==> config.mk <==
export PLATFORM = sky130hd
export DESIGN_NAME = bscan_pin_cell
export DESIGN_NICKNAME = d
export VERILOG_FILES = /design/src/rtl/bscan_cell_pkg.sv /design/src/rtl/bsc_scan_stages.sv /design/src/rtl/bsc_update_latch.sv /design/src/rtl/bsc_pad_mux.sv /design/src/rtl/bscan_pin_cell.sv
export SDC_FILE = /design/constraint.sdc
export NUM_CORES = 1
export LEC_CHECK = 0
export ABC_AREA = 1
export BUFFER_PORTS_ARGS = -buffer_cell sky130_fd_sc_hd__clkbuf_2
export CAP_MARGIN = 20
export CELL_PAD_IN_SITES_DETAIL_PLACEMENT = 1
export CELL_PAD_IN_SITES_GLOBAL_PLACEMENT = 2
export CORE_MARGIN = 2
export CORE_UTILIZATION = 20
export CTS_BUF_LIST = sky130_fd_sc_hd__clkbuf_4
export DETAILED_ROUTE_END_ITERATION = 10
export PLACE_DENSITY = 0.86
export SETUP_SLACK_MARGIN = 0.1
export SYNTH_ARGS = -nofsm -noshare
export SYNTH_HDL_FRONTEND = slang
export SYNTH_SLANG_ARGS = --single-unit
==> constraint.sdc <==
create_clock -name tck -period 1.7 [get_ports tck]
set_input_delay 0.255 -clock tck [delete_from_list [all_inputs] [get_ports tck]]
set_output_delay 0.255 -clock tck [all_outputs]
set_load 0.02 [all_outputs]
==> src/rtl/bscan_cell_pkg.sv <==
package bscan_cell_pkg;
  localparam int CHAIN_LEN = 2;
  localparam int CTL_POS   = 0;
  localparam int DAT_POS   = 1;

  typedef enum logic [1:0] {
    MODE_FUNC   = 2'd0,
    MODE_SAMPLE = 2'd1,
    MODE_EXTEST = 2'd2
  } scan_mode_e;

  typedef struct packed {
    logic oe;
    logic dat;
  } drive_t;

  function automatic scan_mode_e decode_mode(input logic extest, input logic sample);
    if (extest)      return MODE_EXTEST;
    else if (sample) return MODE_SAMPLE;
    else             return MODE_FUNC;
  endfunction

  function automatic logic pullup_on(input scan_mode_e m, input logic off_all,
                                     input logic dir, input logic dat);
    return (m == MODE_FUNC) && !off_all && !dir && dat;
  endfunction

  function automatic drive_t pick_drive(input scan_mode_e m, input drive_t core,
                                        input drive_t upd, input logic clk_cfg,
                                        input logic clk);
    drive_t r;
    case (m)
      MODE_EXTEST: r = upd;
      MODE_SAMPLE: r = core;
      default:     r = clk_cfg ? '{oe: 1'b1, dat: clk} : core;
    endcase
    return r;
  endfunction
endpackage

==> src/rtl/bsc_scan_stages.sv <==
module bsc_scan_stages #(
  parameter int N = bscan_cell_pkg::CHAIN_LEN
) (
  input  logic         tck,
  input  logic         rst_n,
  input  logic         capture_dr,
  input  logic         shift_dr,
  input  logic         scan_in,
  input  logic [N-1:0] cap_vec,
  output logic [N-1:0] chain,
  output logic         scan_out
);
  logic [N-1:0] shift_src;
  logic [N-1:0] nxt;
  logic         cap_ev;
  logic         shf_ev;

  assign cap_ev = capture_dr;
  assign shf_ev = shift_dr && !capture_dr;

  genvar gi;
  generate
    for (gi = 0; gi < N; gi++) begin : g_stage
      if (gi == 0) begin : g_head
        assign shift_src[gi] = scan_in;
      end else begin : g_body
        assign shift_src[gi] = chain[gi-1];
      end
      assign nxt[gi] = cap_ev ? cap_vec[gi] : (shf_ev ? shift_src[gi] : chain[gi]);
    end
  endgenerate

  always_ff @(posedge tck or negedge rst_n) begin
    if (!rst_n) chain <= '0;
    else        chain <= nxt;
  end

  assign scan_out = chain[N-1];


  cap_load_chk: assert property (@(posedge tck) disable iff (!rst_n)
    capture_dr |=> (chain == $past(cap_vec)));

  shift_walk_chk: assert property (@(posedge tck) disable iff (!rst_n)
    (shift_dr && !capture_dr) |=> (chain == {$past(chain[N-2:0]), $past(scan_in)}));

  idle_hold_chk: assert property (@(posedge tck) disable iff (!rst_n)
    (!shift_dr && !capture_dr) |=> $stable(chain));
endmodule

==> src/rtl/bsc_update_latch.sv <==
module bsc_update_latch #(
  parameter int N = bscan_cell_pkg::CHAIN_LEN
) (
  input  logic         tck,
  input  logic         rst_n,
  input  logic         tlr,
  input  logic         update_dr,
  input  logic [N-1:0] chain,
  output logic [N-1:0] upd
);
  logic clr_ev;
  logic load_ev;

  assign clr_ev  = tlr;
  assign load_ev = update_dr && !tlr;

  always_ff @(negedge tck or negedge rst_n) begin
    if (!rst_n)       upd <= '0;
    else if (clr_ev)  upd <= '0;
    else if (load_ev) upd <= chain;
  end


  tlr_clear_chk: assert property (@(posedge tck) disable iff (!rst_n)
    clr_ev |-> (upd == '0));

  upd_load_chk: assert property (@(posedge tck) disable iff (!rst_n)
    load_ev |-> (upd == chain));

  upd_hold_chk: assert property (@(negedge tck) disable iff (!rst_n)
    (!update_dr && !tlr) |=> $stable(upd));
endmodule

==> src/rtl/bsc_pad_mux.sv <==
module bsc_pad_mux
  import bscan_cell_pkg::*;
(
  input  logic tck,
  input  logic rst_n,
  input  logic ins_extest,
  input  logic ins_sample,
  input  logic core_dat,
  input  logic core_dir,
  input  logic pullup_off_all,
  input  logic clk_drive_cfg,
  input  logic sys_clk,
  input  logic upd_oe,
  input  logic upd_dat,
  output logic pad_oe,
  output logic pad_do,
  output logic pad_pullup
);
  scan_mode_e mode;
  drive_t     core_drv;
  drive_t     upd_drv;
  drive_t     out_drv;
  logic       scan_active;

  assign mode        = decode_mode(ins_extest, ins_sample);
  assign scan_active = (mode != MODE_FUNC);
  assign core_drv    = '{oe: core_dir, dat: core_dat};
  assign upd_drv     = '{oe: upd_oe, dat: upd_dat};
  assign out_drv     = pick_drive(mode, core_drv, upd_drv, clk_drive_cfg, sys_clk);

  assign pad_oe     = out_drv.oe;
  assign pad_do     = out_drv.dat;
  assign pad_pullup = pullup_on(mode, pullup_off_all, core_dir, core_dat);


  scan_pullup_chk: assert property (@(posedge tck) disable iff (!rst_n)
    (ins_extest || ins_sample) |-> !pad_pullup);

  sample_no_clk_chk: assert property (@(posedge tck) disable iff (!rst_n)
    (ins_sample && !ins_extest) |-> (pad_oe == core_dir && pad_do == core_dat));

  func_pass_chk: assert property (@(posedge tck) disable iff (!rst_n)
    (!scan_active && !clk_drive_cfg) |-> (pad_oe == core_dir && pad_do == core_dat));
endmodule

==> src/rtl/bscan_pin_cell.sv <==
module bscan_pin_cell
  import bscan_cell_pkg::*;
(
  input  logic tck,
  input  logic rst_n,
  input  logic tlr,
  input  logic ins_extest,
  input  logic ins_sample,
  input  logic capture_dr,
  input  logic shift_dr,
  input  logic update_dr,
  input  logic scan_in,
  output logic scan_out,
  input  logic core_dat,
  input  logic core_dir,
  input  logic pullup_off_all,
  input  logic clk_drive_cfg,
  input  logic sys_clk,
  input  logic pad_in,
  output logic pad_oe,
  output logic pad_do,
  output logic pad_pullup
);
  logic [CHAIN_LEN-1:0] cap_vec;
  logic [CHAIN_LEN-1:0] chain;
  logic [CHAIN_LEN-1:0] upd;

  assign cap_vec[CTL_POS] = core_dir;
  assign cap_vec[DAT_POS] = pad_in;

  bsc_scan_stages #(.N(CHAIN_LEN)) u_stages (
    .tck(tck), .rst_n(rst_n), .capture_dr(capture_dr), .shift_dr(shift_dr),
    .scan_in(scan_in), .cap_vec(cap_vec), .chain(chain), .scan_out(scan_out)
  );

  bsc_update_latch #(.N(CHAIN_LEN)) u_update (
    .tck(tck), .rst_n(rst_n), .tlr(tlr), .update_dr(update_dr),
    .chain(chain), .upd(upd)
  );

  bsc_pad_mux u_mux (
    .tck(tck), .rst_n(rst_n), .ins_extest(ins_extest), .ins_sample(ins_sample),
    .core_dat(core_dat), .core_dir(core_dir), .pullup_off_all(pullup_off_all),
    .clk_drive_cfg(clk_drive_cfg), .sys_clk(sys_clk),
    .upd_oe(upd[CTL_POS]), .upd_dat(upd[DAT_POS]),
    .pad_oe(pad_oe), .pad_do(pad_do), .pad_pullup(pad_pullup)
  );


  extest_drive_chk: assert property (@(posedge tck) disable iff (!rst_n)
    ins_extest |-> (pad_oe == upd[CTL_POS] && pad_do == upd[DAT_POS]));

  tlr_undriven_chk: assert property (@(posedge tck) disable iff (!rst_n)
    (ins_extest && tlr) |-> !pad_oe);
endmodule

**After elaboration in Yosys (flattened, before gate mapping)**

Index checks and enable logic that the tools add are counted.

- Memory bits (writable): 0
- Bits in read-only memories: 0
- Output and inout port bits: 4
- Latch bits: 0
- Memories kept: 0
- Register bits after elaboration: 4

- Magnitude comparators: 0
- Multiply operators: 0
- Divide/modulo/power cells: 0
- Add/sub/neg operators: 0
- Shift-type cells: 0
- Reduce and logical (&&, ||, !) cells: 12
- Muxes and demuxes: 10
- Eq/ne operators: 2
- Bitwise logic cells: 0

Operators with widths:

| cell | number |
|---|---|
| $mux W2 | 4 |
| $logic_and A1 B1 Y1 | 5 |
| $mux W1 | 5 |
| $logic_not A1 Y1 | 4 |
| $pmux W2 S2 | 1 |
| $reduce_bool A2 Y1 | 2 |
| $eq A2 B1 Y1 const B | 1 |
| $eq A2 B2 Y1 const B | 1 |
| $logic_not A2 Y1 | 1 |

**Longest topological paths before layout**

- Word-level depth: 6
- Depth in mapped cells: 5

**Hierarchy**

Synthesis repeated with hierarchy kept, for this count alone.

- Cell total of the unflattened synthesis: 42
- Area, all modules: 270.3 um^2

Modules (own cells, without submodules):

| module | times used | area an instance (um^2) | cells each | seq. area each (um^2) |
|---|---|---|---|---|
| bsc_scan_stages | 1 | 102.6 | 13 | 50.0 |
| bsc_update_latch | 1 | 85.1 | 10 | 50.0 |
| bsc_pad_mux | 1 | 82.6 | 19 | 0.0 |

==> metrics.csv <==
stage,metric,value,unit
route,ANT nets after route,0,
route,Vias/cell,4.22,
place,Post-DP Area,404,um^2
sta,final setup margin,-0.353,ns
cts,CTS buffer count,3,
cts,Clock Latency Late Sink,0.25,ns
worst_setup_path,worst-path cell with the longest stage delay,dfrtn_1,
yosys,Synth area leader,nand2_1,
power,Static Leak,0.283,nW
power,switch share,27.8,%
yosys,sequential area share after synthesis,34.6,%
power,logic gate share of total power,25.5,%
worst_setup_path,crit-path most repeated cell,nand2_1,
place,pre-CTS setup slack,-0.146,ns
route,via count,367,
cells_and_area,area grow syn2layout,63.6,%
yosys,Cells after Synth,48,
global_routing,GRT overflow,0,
power,Reg power frac,31.7,%
sta,Slew HR,91.6,%
global_routing,vias in the first global route,383,
yosys,synth top area cells,"nand2_1 (18%), dfrtn_1 (17%), dfrtp_1 (17%)",
power,worst-case vdd ir drop,238,uV
worst_setup_path,Startpoint Class,flop,
sta,Final Hold Vio Count,0,
global_routing,all-layer global routing usage,10.2,%
cts,clock transition at the registers of the reported paths,0.04,ns
cts,CTS root buf,clkbuf_4,
worst_setup_path,Worst Path Required,1.44,ns
worst_setup_path,Crit path largest cell delay,0.40,ns
status,failing checks,negative setup slack,
yosys,mapped cell area,289,um^2
worst_setup_path,worst-path maximum fanout,2,
run,total of max-cap violations,0,
worst_setup_path,Worst setup EP type,output pin,
yosys,Most used DFF post-synth,dfrtp_1,
worst_setup_path,worst path cell trace,nand2_1 -> nand2_1 -> inv_1 -> nand2_2 -> buf_8,
power,clock share of power,42.8,%
place,Port Buffers,18,
yosys,Mapped Nets,63,
die,die width,42.0,um
cts,CTS tree,yes,
yosys,Yosys top cell area share,18.2,%
cells_and_area,final instance area,473,um^2
worst_setup_path,Setup CP Type,reg2out,
sta,final setup fails,2,
die,I/O pin count,19,
worst_setup_path,"Arr. time, crit path",1.80,ns
status,status,finished with violations,
global_routing,first-pass GRT wire length,1350,um
die,Initial Utilization,21.9,%
global_routing,number of antenna violations at the first check in global routing,0,
worst_setup_path,Buf/Inv on CP,2,
cells_and_area,"Net count, final",88,
cells_and_area,layout cells sized above 1,44.4,%
route,Post-Route WL,738,um
sta,actual slew at the worst max-slew pin,0.125,ns
yosys,Synth top cells by count,"nand2_1 (14), inv_1 (10), nor2_1 (8), nand3_1 (7)",
cts,CTS sink count,4,
sta,skew final,0.00314,ns
power,Pwr per Cell Area,740,nW/um^2
power,switching power,0.0971,mW
route,Detailed Route Iter0 Violations,0,
yosys,yosys warns,0,
power,P_int,0.253,mW
place,post-DP HPWL,639,um
route,drt wl/cell,8.48,um
die,die area,1770,um^2
yosys,"count leader, synth",nand2_1,
die,Die Span Y,42.0,um
yosys,Post-synth ARST share,100,%
place,routability cong.,0.690,
yosys,"EDFF count, synth",0,
die,row count,13,
hold_path,Min-Delay Path Class,in2reg,
route,drt pass-1 iters,1,
yosys,Netlist cell types,9,
sta,Max Slew Vio Count,0,
yosys,number of synthesized register bits,4,
die,core area,1320,um^2
sta,RSZ-0062 raised after global routing,true,
yosys,Synth Area per Inst,6.02,um^2
global_routing,largest net degree at the start of global routing,5,
cells_and_area,diode count,0,
cts,H-tree Lvls,1,
route,drt drc,0,
worst_setup_path,CP top delay family,flip-flops,
cts,clock buffer depth,2,
worst reg2reg max path: stages (launching register included):
cell	delay, ns
dfrtp_2	0.40
nand3_1	0.10
o21ai_2	0.05
layer usage:
layer / GRT usage, % / vias up / routed length, um
li1: - / 190 / -
met1: 8.92 / 161 / 250
met2: 18.8 / 16 / 395
met3: 4.74 / 0 / 92
met4: 5.63 / 0 / 0
met5: 0 / - / 0
kinds of logic (layout without fill, tap and decap cells):
family	count (synthesis)	in the layout	synth area share, %
DFF	4	4	34.6
buffers and inverters	12	36	15.6
and+or+nand+nor	30	30	43.7
AOI/OAI and AO/OA	2	2	6.06
through the flow:
| stage | hold slack (ns) | power [mW] | TNS, ns | instances | utilization [%] |
|---|---|---|---|---|---|
| 2_1_floorplan | -0.0406 | 0.153 | -0.0360 | 48 | - |
| 3_3_place_gp | 0.0690 | 0.187 | -0.198 | 81 | 30.7 |
| 3_5_place_dp | 0.0682 | 0.189 | -0.240 | 81 | 30.7 |
| 4_1_cts | 0.219 | 0.357 | -0.745 | 87 | 35.6 |
| 5_1_grt | 0.252 | 0.375 | -0.796 | 87 | 35.9 |
| 6_report | 0.226 | 0.350 | -0.691 | 87 | 35.9 |
power by group through the flow:
stage	Combinational (mW)	Clock (mW)	Sequential, mW
final	0.0891	0.150	0.111
after global placement	0.0753	0	0.112
after detailed placement	0.0764	0	0.112
after floorplan	0.0392	0	0.114
after global routing	0.101	0.163	0.112
after CTS	0.0885	0.158	0.111
final cells by class:
cell class                      count  area [um^2]
Clock buffer                        4         30.0
Tap cell                           15         18.8
Fill cell                         184          845
Inverter                           12         45.0
Timing Repair Buffer               20          126
Sequential cell                     4          101
Multi-Input combinational cell     32          151
sequential cells by signal (all words and copies together), names as in the netlist:
register and cells:
u_update.upd 2, u_stages.chain 2
repair_timing:
item | CTS | global route
hold endpoints to repair | 2 | 0
resized for setup | 4 | 2
hold buffers | 1 | 0
endpoints found under the setup margin | 2 | 2
setup buffers | 1 | 0
final timing paths:
path,endpoint,from,slack (ns),depth (start not counted)
min,u_stages.chain[1],pad_in,0.23,3
min reg2reg,u_stages.chain[1],u_stages.chain[1],0.51,2
max in group asynchronous,u_update.upd[1],rst_n,0.45,2
max reg2reg,u_update.upd[1],u_stages.chain[1],0.15,2
min in group asynchronous,u_stages.chain[0],rst_n,0.35,2
max,pad_do,u_update.upd[1],-0.35,5
layout by cell type, fill, tap and decap left out:
master,n
nor2_1,6
buf_8,1
inv_1,10
or2_4,1
dlygate4sd3_1,1
nand2_2,1
buf_4,1
dfrtn_1,2
clkbuf_2,16
dfrtp_1,1
clkbuf_8,1
nand3_1,7
clkbuf_4,4
inv_2,2
nand2_1,13
o21ai_2,2
nor2_2,2
dfrtp_2,1
Power figures use the tool's default switching activity.
